`config.mk`:
```
export PLATFORM = sky130hd
export DESIGN_NAME = pitch_step_ctrl
export DESIGN_NICKNAME = d
export VERILOG_FILES = /design/src/rtl/pitch_pkg.sv /design/src/rtl/pitch_debounce.sv /design/src/rtl/pitch_step_core.sv /design/src/rtl/pitch_step_ctrl.sv
export SDC_FILE = /design/constraint.sdc
export NUM_CORES = 1
export LEC_CHECK = 0
export ABC_AREA = 1
export BUFFER_PORTS_ARGS = -buffer_cell sky130_fd_sc_hd__buf_2
export CORE_ASPECT_RATIO = 1.1
export CORE_UTILIZATION = 35
export CTS_CLUSTER_DIAMETER = 150
export DETAILED_ROUTE_END_ITERATION = 10
export PLACE_DENSITY_LB_ADDON = 0.3
export SLEW_MARGIN = 10
export SYNTH_ARGS = -nofsm -noshare
export SYNTH_HDL_FRONTEND = slang
export SYNTH_SLANG_ARGS = --single-unit
```
`constraint.sdc`:
```
create_clock -name clk_i -period 1.9 [get_ports clk_i]
set_input_delay 0.095 -clock clk_i [delete_from_list [all_inputs] [get_ports clk_i]]
set_output_delay 0.095 -clock clk_i [all_outputs]
set_load 0.005 [all_outputs]
```
`src/rtl/pitch_pkg.sv`:
```
package pitch_pkg;
  localparam int STEP_W   = 5;
  localparam int STEP_TOP = 16;
  localparam int STEP_MID = 8;
  localparam int CODE_W   = 4;

  typedef logic [STEP_W-1:0] step_t;

  // saturating increment
  function automatic step_t f_step_inc(input step_t s);
    return (s >= step_t'(STEP_TOP)) ? step_t'(STEP_TOP) : s + step_t'(1);
  endfunction

  // saturating decrement
  function automatic step_t f_step_dec(input step_t s);
    return (s == '0) ? '0 : s - step_t'(1);
  endfunction
endpackage

```
`src/rtl/pitch_debounce.sv`:
```
module pitch_debounce #(
  parameter int HOLD_CYC = 8,
  parameter int GAP_CYC  = 4
) (
  input  logic clk_i,
  input  logic rst_i,
  input  logic en_i,
  input  logic raw_i,
  output logic lvl_o
);
  localparam int MAXC = (HOLD_CYC > GAP_CYC) ? HOLD_CYC : GAP_CYC;
  localparam int CW   = $clog2(MAXC + 1);
  localparam logic [CW-1:0] HOLD_END = CW'(HOLD_CYC - 1);
  localparam logic [CW-1:0] GAP_END  = CW'(GAP_CYC - 1);

  logic          s1_q, s2_q, lvl_q;
  logic [CW-1:0] cnt_q;
  logic [CW-1:0] end_w;

  // a rising change needs the hold window, a falling one the gap window
  assign end_w = lvl_q ? GAP_END : HOLD_END;

  always_ff @(posedge clk_i) begin
    if (rst_i) begin
      s1_q  <= 1'b0;
      s2_q  <= 1'b0;
      lvl_q <= 1'b0;
      cnt_q <= '0;
    end else if (en_i) begin
      s1_q <= raw_i;
      s2_q <= s1_q;
      if (s2_q == lvl_q) begin
        cnt_q <= '0;
      end else if (cnt_q == end_w) begin
        lvl_q <= s2_q;
        cnt_q <= '0;
      end else begin
        cnt_q <= cnt_q + CW'(1);
      end
    end
  end

  assign lvl_o = lvl_q;
endmodule

```
`src/rtl/pitch_step_core.sv`:
```
module pitch_step_core
  import pitch_pkg::*;
(
  input  logic              clk_i,
  input  logic              rst_i,
  input  logic              en_i,
  input  logic              mode_lvl_i,
  input  logic              inc_lvl_i,
  input  logic              dec_lvl_i,
  input  logic              ctr_lvl_i,
  input  logic [CODE_W-1:0] code_lvl_i,
  output logic              inc_rise_o,
  output logic              dec_rise_o,
  output step_t             step_o,
  output logic              chg_o
);
  logic  inc_d_q, dec_d_q;
  step_t step_q, step_nx;
  logic  chg_q;

  assign inc_rise_o = inc_lvl_i & ~inc_d_q;
  assign dec_rise_o = dec_lvl_i & ~dec_d_q;

  always_comb begin
    step_nx = step_q;
    if (en_i) begin
      if (mode_lvl_i)
        step_nx = step_t'(code_lvl_i);
      else if (ctr_lvl_i)
        step_nx = step_t'(STEP_MID);
      else if ((inc_rise_o && dec_lvl_i) || (dec_rise_o && inc_lvl_i))
        step_nx = step_t'(STEP_MID);
      else if (inc_rise_o)
        step_nx = f_step_inc(step_q);
      else if (dec_rise_o)
        step_nx = f_step_dec(step_q);
    end
  end

  always_ff @(posedge clk_i) begin
    if (rst_i) begin
      inc_d_q <= 1'b0;
      dec_d_q <= 1'b0;
      step_q  <= step_t'(STEP_MID);
      chg_q   <= 1'b0;
    end else begin
      if (en_i) begin
        inc_d_q <= inc_lvl_i;
        dec_d_q <= dec_lvl_i;
      end
      step_q <= step_nx;
      chg_q  <= (step_nx != step_q);
    end
  end

  assign step_o = step_q;
  assign chg_o  = chg_q;
endmodule

```
`src/rtl/pitch_step_ctrl.sv`:
```
module pitch_step_ctrl
  import pitch_pkg::*;
#(
  parameter int HOLD_CYC = 248000,
  parameter int GAP_CYC  = 124000
) (
  input  logic        clk_i,
  input  logic        rst_i,
  input  logic        pwr_dn_i,
  input  logic        mode_i,
  input  logic        inc_i,
  input  logic        dec_i,
  input  logic        ctr_i,
  input  logic [3:0]  code_i,
  output logic [4:0]  step_o,
  output logic        step_chg_o
);
  localparam int NLINES = CODE_W + 4;

  logic              en_w;
  logic [NLINES-1:0] raw_w, lvl_w;
  logic              mode_lvl, inc_lvl, dec_lvl, ctr_lvl;
  logic [CODE_W-1:0] code_lvl;
  logic              inc_rise, dec_rise;

  assign en_w  = ~pwr_dn_i;
  assign raw_w = {code_i, mode_i, ctr_i, dec_i, inc_i};

  for (genvar g = 0; g < NLINES; g++) begin : g_filt
    pitch_debounce #(.HOLD_CYC(HOLD_CYC), .GAP_CYC(GAP_CYC)) u_db (
      .clk_i(clk_i), .rst_i(rst_i), .en_i(en_w),
      .raw_i(raw_w[g]), .lvl_o(lvl_w[g])
    );
  end

  assign inc_lvl  = lvl_w[0];
  assign dec_lvl  = lvl_w[1];
  assign ctr_lvl  = lvl_w[2];
  assign mode_lvl = lvl_w[3];
  assign code_lvl = lvl_w[NLINES-1:4];

  pitch_step_core u_core (
    .clk_i(clk_i), .rst_i(rst_i), .en_i(en_w),
    .mode_lvl_i(mode_lvl), .inc_lvl_i(inc_lvl), .dec_lvl_i(dec_lvl),
    .ctr_lvl_i(ctr_lvl), .code_lvl_i(code_lvl),
    .inc_rise_o(inc_rise), .dec_rise_o(dec_rise),
    .step_o(step_o), .chg_o(step_chg_o)
  );
endmodule

```
==> out/metrics.yaml, run 1 <==
status:
  status: "completed"
synth:
  synth.avg_cell_area_um2: 6.515
  synthTopCellsByCount: "383 x nand2_1, 176 x dfxtp_1, 168 x a21oi_1"
  netlist_instances: 1536
  syn_area_mm2: 0.01001
  synth_cell_types: 46
  synth_edf_count: 0
  synth-seq-area-share_pct: 35.21
  yosys.area.top_type_share_pct: 35.21
  yosys_warnings: 0
  async_reset_ff_share_pct: 0
  synth_ff_type: "dfxtp_1"
  yosysMostFrequentCell: "nand2_1"
  yosys.area.top_type: "dfxtp_1"
  synth_area_leaders: "dfxtp_1 35%, nand2_1 14%, a21oi_1 8.4%, nand3_1 5.9%, nor2_1 5.7%"
  synth-seq-cells: 176
  syn_nets: 1557
floorplan:
  core_area_mm2: 0.02795
  die_area_mm2: 0.02927
  start_util_pct: 35.81
  rows: 64
  pin_count: 17
  fp.dieH_um: 179.3
  chipWidth_um: 163.2
global_route:
  use_met2_pct: 29.33
  antenna_found_initial: 0
  grt_use_met3_pct: 2.762
  grt_first_pass_wirelength_um: 41300
  grt_max_degree: 135
  grt_use_total_pct: 16.96
  grt_pass1_vias: 8965
  busiest_layer: "met2"
  overflow: 0
  use_met1_pct: 21.54
detailed_routing:
  drc: 0
  drt-initial-drc-count: 448
  vias_per_cell: 5.004
  drt_pass1_iterations: 5
  wl_per_cell_um: 12.22
  drtAntennaViolNets: 0
  vias: 9672
  drt_wl_total_um: 23630
worst_setup_path:
  reg2reg_from: "g_filt[3].u_db.cnt_q[1]"
  crit-reg2reg-capture: "g_filt[3].u_db.cnt_q[16]"
  r2r_slack_ns: 0.15
  reg2regPathDepth: 12
  cp_common_cell: "nand2_2"
  max_stage_delay_ns: 0.36
  critPathTopFamily: "simple AND/OR/NAND/NOR gates"
  worstSetupEndpointType: "flip-flop"
  crit_arrival_ns: 2.11
  critPathLaunchType: "flip-flop"
  cp_num_buf_inv: 0
  worstPathCellList: "ha_2, nand2_2, nor2_4, nand2_2, nor2_4, nand2_2, nor2_4, nand2_2, nor2_2, xor2_1, nand2_1, a21oi_2"
  critPathSlowestCell: "dfxtp_2"
  crit_type: "flip-flop to flip-flop"
  worstPathRequired_ns: 2.26
  crit_fanout: 4
hold_path:
  min_from: "rst_i"
  min_to: "g_filt[4].u_db.cnt_q[14]"
  hold_path_depth: 3
  hold_class: "input pin to flip-flop"
sta:
  clock_skew_ns: 0.01122
  period_needed_ns: 1.753
  fin_crit_sh_pct: 92.25
  whs_ns: 0.1879
  finalHoldViolations: 0
  slew_headroom_pct: 46.36
  rsz0062_at_grt: "yes"
  setup_viol: 0
  fmax_mhz: 570.5
  finalMaxSlewViolations: 0
  max_slew.worst_pin.slew_ns: 0.8046
place:
  place.gp.congestion: 0.8370
  io_buffers: 16
  dp_hpwl_um: 15670
  place_area_mm2: 0.01050
clock_network:
  cts.path.max_buffers: 2
  cts_buffers: 17
  cts_max_level: 4
  cts_tree: "done"
  path_clk_slew_ns: 0.07
  clk-insertion-delay-late_ns: 0.43
  cts.sinks: 176
  root_buffer: "clkbuf_16"
finish:
  fin_util_pct: 41.28
  finalInstanceArea_mm2: 0.01154
  drive_above_1_share_pct: 13.44
  n_antenna_cell: 0
  nets: 1578
  synthToLayoutAreaGrowth_pct: 15.28
pwr:
  ir_drop_uv: 592.1
  p_leak_nw: 4.116
  p_per_area_mw_per_mm2: 707.1
  power.total_mw: 8.157
run:
  maxCapViolations: 0
-- area by class of cell --
class,count,area [um^2]
Tap cell,363,454.2
Inverter,161,609.3
Multi-Input combinational cell,1143,5784
Timing Repair Buffer,58,474.2
Fill cell,2857,16410
Sequential cell,176,3547
Clock inverter,14,227.7
Clock buffer,18,439.2
-- kinds of logic (layout without fill, tap and decap cells) --
| kind of cell | Yosys count | count (layout) | synth area share (%) |
|---|---|---|---|
| simple gates | 811 | 811 | 36.56 |
| compound gates | 287 | 287 | 15.34 |
| buf+inv | 217 | 251 | 8.577 |
| flops | 176 | 176 | 35.21 |
| xor+xnor | 35 | 35 | 3.063 |
| fa+ha+maj | 10 | 10 | 1.250 |
-- power breakdown --
part	total, mW	switching, mW	internal [mW]
clock	3.98	1.58	2.40
combinational	0.411	0.280	0.131
sequential	3.77	0.0405	3.73
total	8.16	1.90	6.26
-- sequential cells by signal, summed over array words and instances (netlist names) --
signal / count
g_filt.u_db.s2_q: 8
u_core.step_o: 5
u_core.inc_d_q: 1
g_filt.u_db.cnt_q: 144
g_filt.u_db.lvl_o: 8
u_core.chg_o: 1
u_core.dec_d_q: 1
g_filt.u_db.s1_q: 8
-- layer usage --
| metal | part of all wire [%] | wire length, um | up-vias |
|---|---|---|---|
| met1 | 49 | 11490 | 4453 |
| met4 | 1.1 | 258 | 0 |
| li1 | - | - | 5084 |
| met2 | 48 | 11310 | 116 |
| met3 | 2.4 | 567 | 19 |
| met5 | 0 | 0 | - |
-- tightest hold or removal path, cell delays in order --
cell	delay, ns
buf_4	0.12
buf_12	0.20
nor2_1	0.14
-- what timing repair did --
| action | 4_1_cts | 5_1_grt |
|---|---|---|
| hold endpoints to repair | 8 | 0 |
| resized for setup | 0 | 61 |
| buffers inserted | 0 | 11 |
| setup endpoints to repair | 0 | 119 |
| hold buffers | 8 | 0 |
-- cells in the final DEF, fill, tap and decap left out, drive strengths merged, types with 2 or more instances in the layout --
| cell | netlist | routed |
|---|---|---|
| a21oi | 171 | 171 |
| clkinv | 0 | 5 |
| o21a | 5 | 5 |
| nor3 | 33 | 33 |
| nand2 | 400 | 400 |
| nand3 | 124 | 124 |
| nand4 | 49 | 49 |
| inv | 161 | 165 |
| ha | 10 | 10 |
| o2111ai | 2 | 2 |
| a21o | 3 | 3 |
| xor2 | 27 | 27 |
| nor2 | 180 | 180 |
| nor4 | 7 | 7 |
| dfxtp | 176 | 176 |
| o21bai | 6 | 6 |
| or2 | 9 | 9 |
| o211ai | 2 | 2 |
| bufinv | 0 | 5 |
| o21ai | 84 | 84 |
| clkbuf | 40 | 18 |
| a211oi | 3 | 3 |
| and2 | 3 | 3 |
| dlygate4sd3 | 0 | 8 |
| xnor2 | 8 | 8 |
| o22ai | 3 | 3 |
| o31ai | 3 | 3 |
| buf | 16 | 50 |
| nand3b | 5 | 5 |
-- worst max-delay path by stage --
stage / start / endpoint / slack (ns) / cells past startpoint
floorplan: g_filt[2].u_db.cnt_q[0] / g_filt[2].u_db.cnt_q[0] / 0.17 / 10
global placement: g_filt[7].u_db.cnt_q[0] / g_filt[7].u_db.cnt_q[15] / 0.05 / 8
detailed placement: g_filt[7].u_db.cnt_q[0] / g_filt[7].u_db.cnt_q[15] / 0.04 / 8
CTS: g_filt[7].u_db.cnt_q[0] / g_filt[7].u_db.cnt_q[5] / 0.001 / 8
global route: g_filt[3].u_db.cnt_q[1] / g_filt[3].u_db.cnt_q[16] / -0.03 / 12
finish: g_filt[3].u_db.cnt_q[1] / g_filt[3].u_db.cnt_q[16] / 0.15 / 12
-- per-stage QoR --
step	cells	worst slack, ns	TNS, ns
3_5_place_dp	1882	0.03706	0
5_1_grt	1933	-0.03010	-0.08379
6_report	1933	0.1472	0
3_3_place_gp	1882	0.04540	0
2_1_floorplan	1536	0.1704	0
4_1_cts	1922	0.001131	0
No activity file was read; power rests on OpenSTA's default activity.
==> run 2, diff against run 1 <==
==> constraint.sdc (replaced) <==
create_clock -name clk_i -period 1.9 [get_ports clk_i]
set_input_delay 0.285 -clock clk_i [delete_from_list [all_inputs] [get_ports clk_i]]
set_output_delay 0.285 -clock clk_i [all_outputs]
set_load 0.005 [all_outputs]
==> run 2 against run 1 <==
Critical path depth shrank 2. Global-route usage shrank 0.54 points. Setup slack lost 0.0069 ns. Flip-flop and latch count is the same. Combinational power grew 1%. Cell count shrank 0.47%. Sequential share of layout area grew 0.42 points. Fmax shrank 0.39%. Critical path type unchanged. Largest power group is now registers.
==> out/metrics.yaml, run 2 (synthesis gave the netlist of run 1 again) <==
status:
  status: "completed"
sta:
  finalMaxSlewViolations: 0
  clock_skew_ns: 0.01027
  slew_headroom_pct: 71.18
  max_slew.worst_pin.slew_ns: 0.4314
  period_needed_ns: 1.760
  setup_viol: 0
  finalHoldViolations: 0
  fmax_mhz: 568.3
  timing.setup.tns_ns: 0
  rsz0062_at_grt: "yes"
  fin_crit_sh_pct: 92.61
detailed_routing:
  drc: 0
  vias_per_cell: 4.959
  drtAntennaViolNets: 0
  vias: 9541
  drt_wl_total_um: 23280
  dr_wl_met2_um: 10930
  wl_met3_um: 480
  top_layer: "met4"
  drt-initial-drc-count: 473
  met1Wirelength_um: 11580
  wl_per_cell_um: 12.10
  drt_pass1_iterations: 4
global_route:
  grt_pass1_vias: 8745
  grt_first_pass_wirelength_um: 39950
  grt_max_degree: 92
  overflow: 0
  antenna_found_initial: 0
  grt_use_total_pct: 16.42
pwr:
  p_comb_share_pct: 5.4
  ir_drop_uv: 559.8
  p_switching_mw: 1.823
  p_leak_nw: 4.051
  p_per_area_mw_per_mm2: 683.5
  p_clk_share_pct: 46.0
  p_seq_share_pct: 48.6
  swShare_pct: 23.51
  p_int_mw: 5.932
floorplan:
  fp.dieH_um: 179.3
  core_area_mm2: 0.02795
  rows: 64
  die_area_mm2: 0.02927
  pin_count: 17
  chipWidth_um: 163.2
  start_util_pct: 35.81
worst_setup_path:
  crit_fanout: 6
  critPathLaunchType: "flip-flop"
  worstSetupEndpointType: "flip-flop"
  crit_arrival_ns: 2.12
  worstPathRequired_ns: 2.26
  crit_path_start: "g_filt[4].u_db.cnt_q[0]"
  crit_type: "flip-flop to flip-flop"
  reg2reg_from: "g_filt[4].u_db.cnt_q[0]"
clock_network:
  cts.sinks: 176
  cts.path.max_buffers: 2
  cts_tree: "done"
  clk-insertion-delay-late_ns: 0.43
  hold_buffers: 0
  path_clk_slew_ns: 0.07
  cts_buffers: 17
  cts_max_level: 4
  root_buffer: "clkbuf_16"
finish:
  fin_util_pct: 40.60
  drive_above_1_share_pct: 12.62
  n_antenna_cell: 0
  nets: 1570
  layout.cells.most_common: "nand2_1"
  multi_input_area_mm2: 0.005748
  synthToLayoutAreaGrowth_pct: 13.38
  final_cell_mix: "378 x nand2_1, 168 x a21oi_1, 166 x dfxtp_1"
  regMostFlops: "g_filt.u_db.cnt_q"
  largest_register_ffs: 144
  seq_area_mm2: 0.003536
  fill_cells: 2897
run:
  maxCapViolations: 0
hold_path:
  min_from: "code_i[2]"
  hold_class: "input pin to flip-flop"
place:
  dp_hpwl_um: 15940
  io_buffers: 16
  place.gp.congestion: 0.8671
run 2: changes by cell type in the layout (fill, tap and decap cells not counted), moves of 3 or more:
cell / before / now
ha_2: 3 / 0
dlygate4sd3_1: 8 / 0
dfxtp_2: 13 / 10
ha_1: 7 / 10
dfxtp_1: 161 / 166
nor2_4: 15 / 11
run 2: final timing paths:
path | endpoint | slack [ns] | cells past startpoint
setup / recovery | g_filt[4].u_db.lvl_o | 0.14 | 10
setup reg to reg | g_filt[4].u_db.lvl_o | 0.14 | 10
hold reg to reg | g_filt[0].u_db.cnt_q[0] | 0.46 | 1
hold / removal | g_filt[6].u_db.s1_q | 0.08 | 3
run 2: final cells by class:
type,count,share of cell area [%]
Inverter,161,5.393
Timing Repair Buffer,50,3.551
Multi-Input combinational cell,1143,50.66
Clock inverter,13,1.445
Sequential cell,176,31.16
Tap cell,363,4.003
Clock buffer,18,3.783
run 2: worst max-delay path, stage by stage, from the launching register on:
cell and delay, ns:
dfxtp_1 0.38, ha_1 0.19, nand2_2 0.08, nor2_4 0.11, nand2_1 0.10, nor4_2 0.25, nand2_2 0.11, buf_4 0.18
nor2_2 0.09, o21ai_0 0.08, a21oi_1 0.12
run 2: metal layers:
metal	GRT usage (%)	vias up
met5	0	-
met2	28.18	94
li1	-	5066
met1	20.95	4367
met3	2.739	14
met4	4.984	0
run 2: what timing repair did:
action | CTS | global route
resized for setup | 0 | 42
endpoints found under the setup margin | 0 | 105
buffers inserted | 0 | 3
endpoints found under the hold margin | 0 | 0
run 2: metrics by stage:
step	worst slack [ns]	hold slack, ns	total power [mW]	instance area, um^2	std cells
floorplan	0.1704	0.4366	4.114	10010	1536
global placement	0.02853	0.4531	4.268	10590	1890
detailed placement	0.03979	0.4588	4.270	10590	1890
CTS	0.009039	0.06897	7.863	11180	1921
global route	-0.1064	0.08810	8.062	11350	1924
finish	0.1404	0.08379	7.755	11350	1924
run 2: power by group through the flow:
stage | Sequential [mW] | Clock [mW] | Combinational, mW
finish | 3.77 | 3.57 | 0.415
global route | 3.77 | 3.82 | 0.467
CTS | 3.77 | 3.68 | 0.418
detailed placement | 3.85 | 0 | 0.417
global placement | 3.85 | 0 | 0.417
floorplan | 3.85 | 0 | 0.268
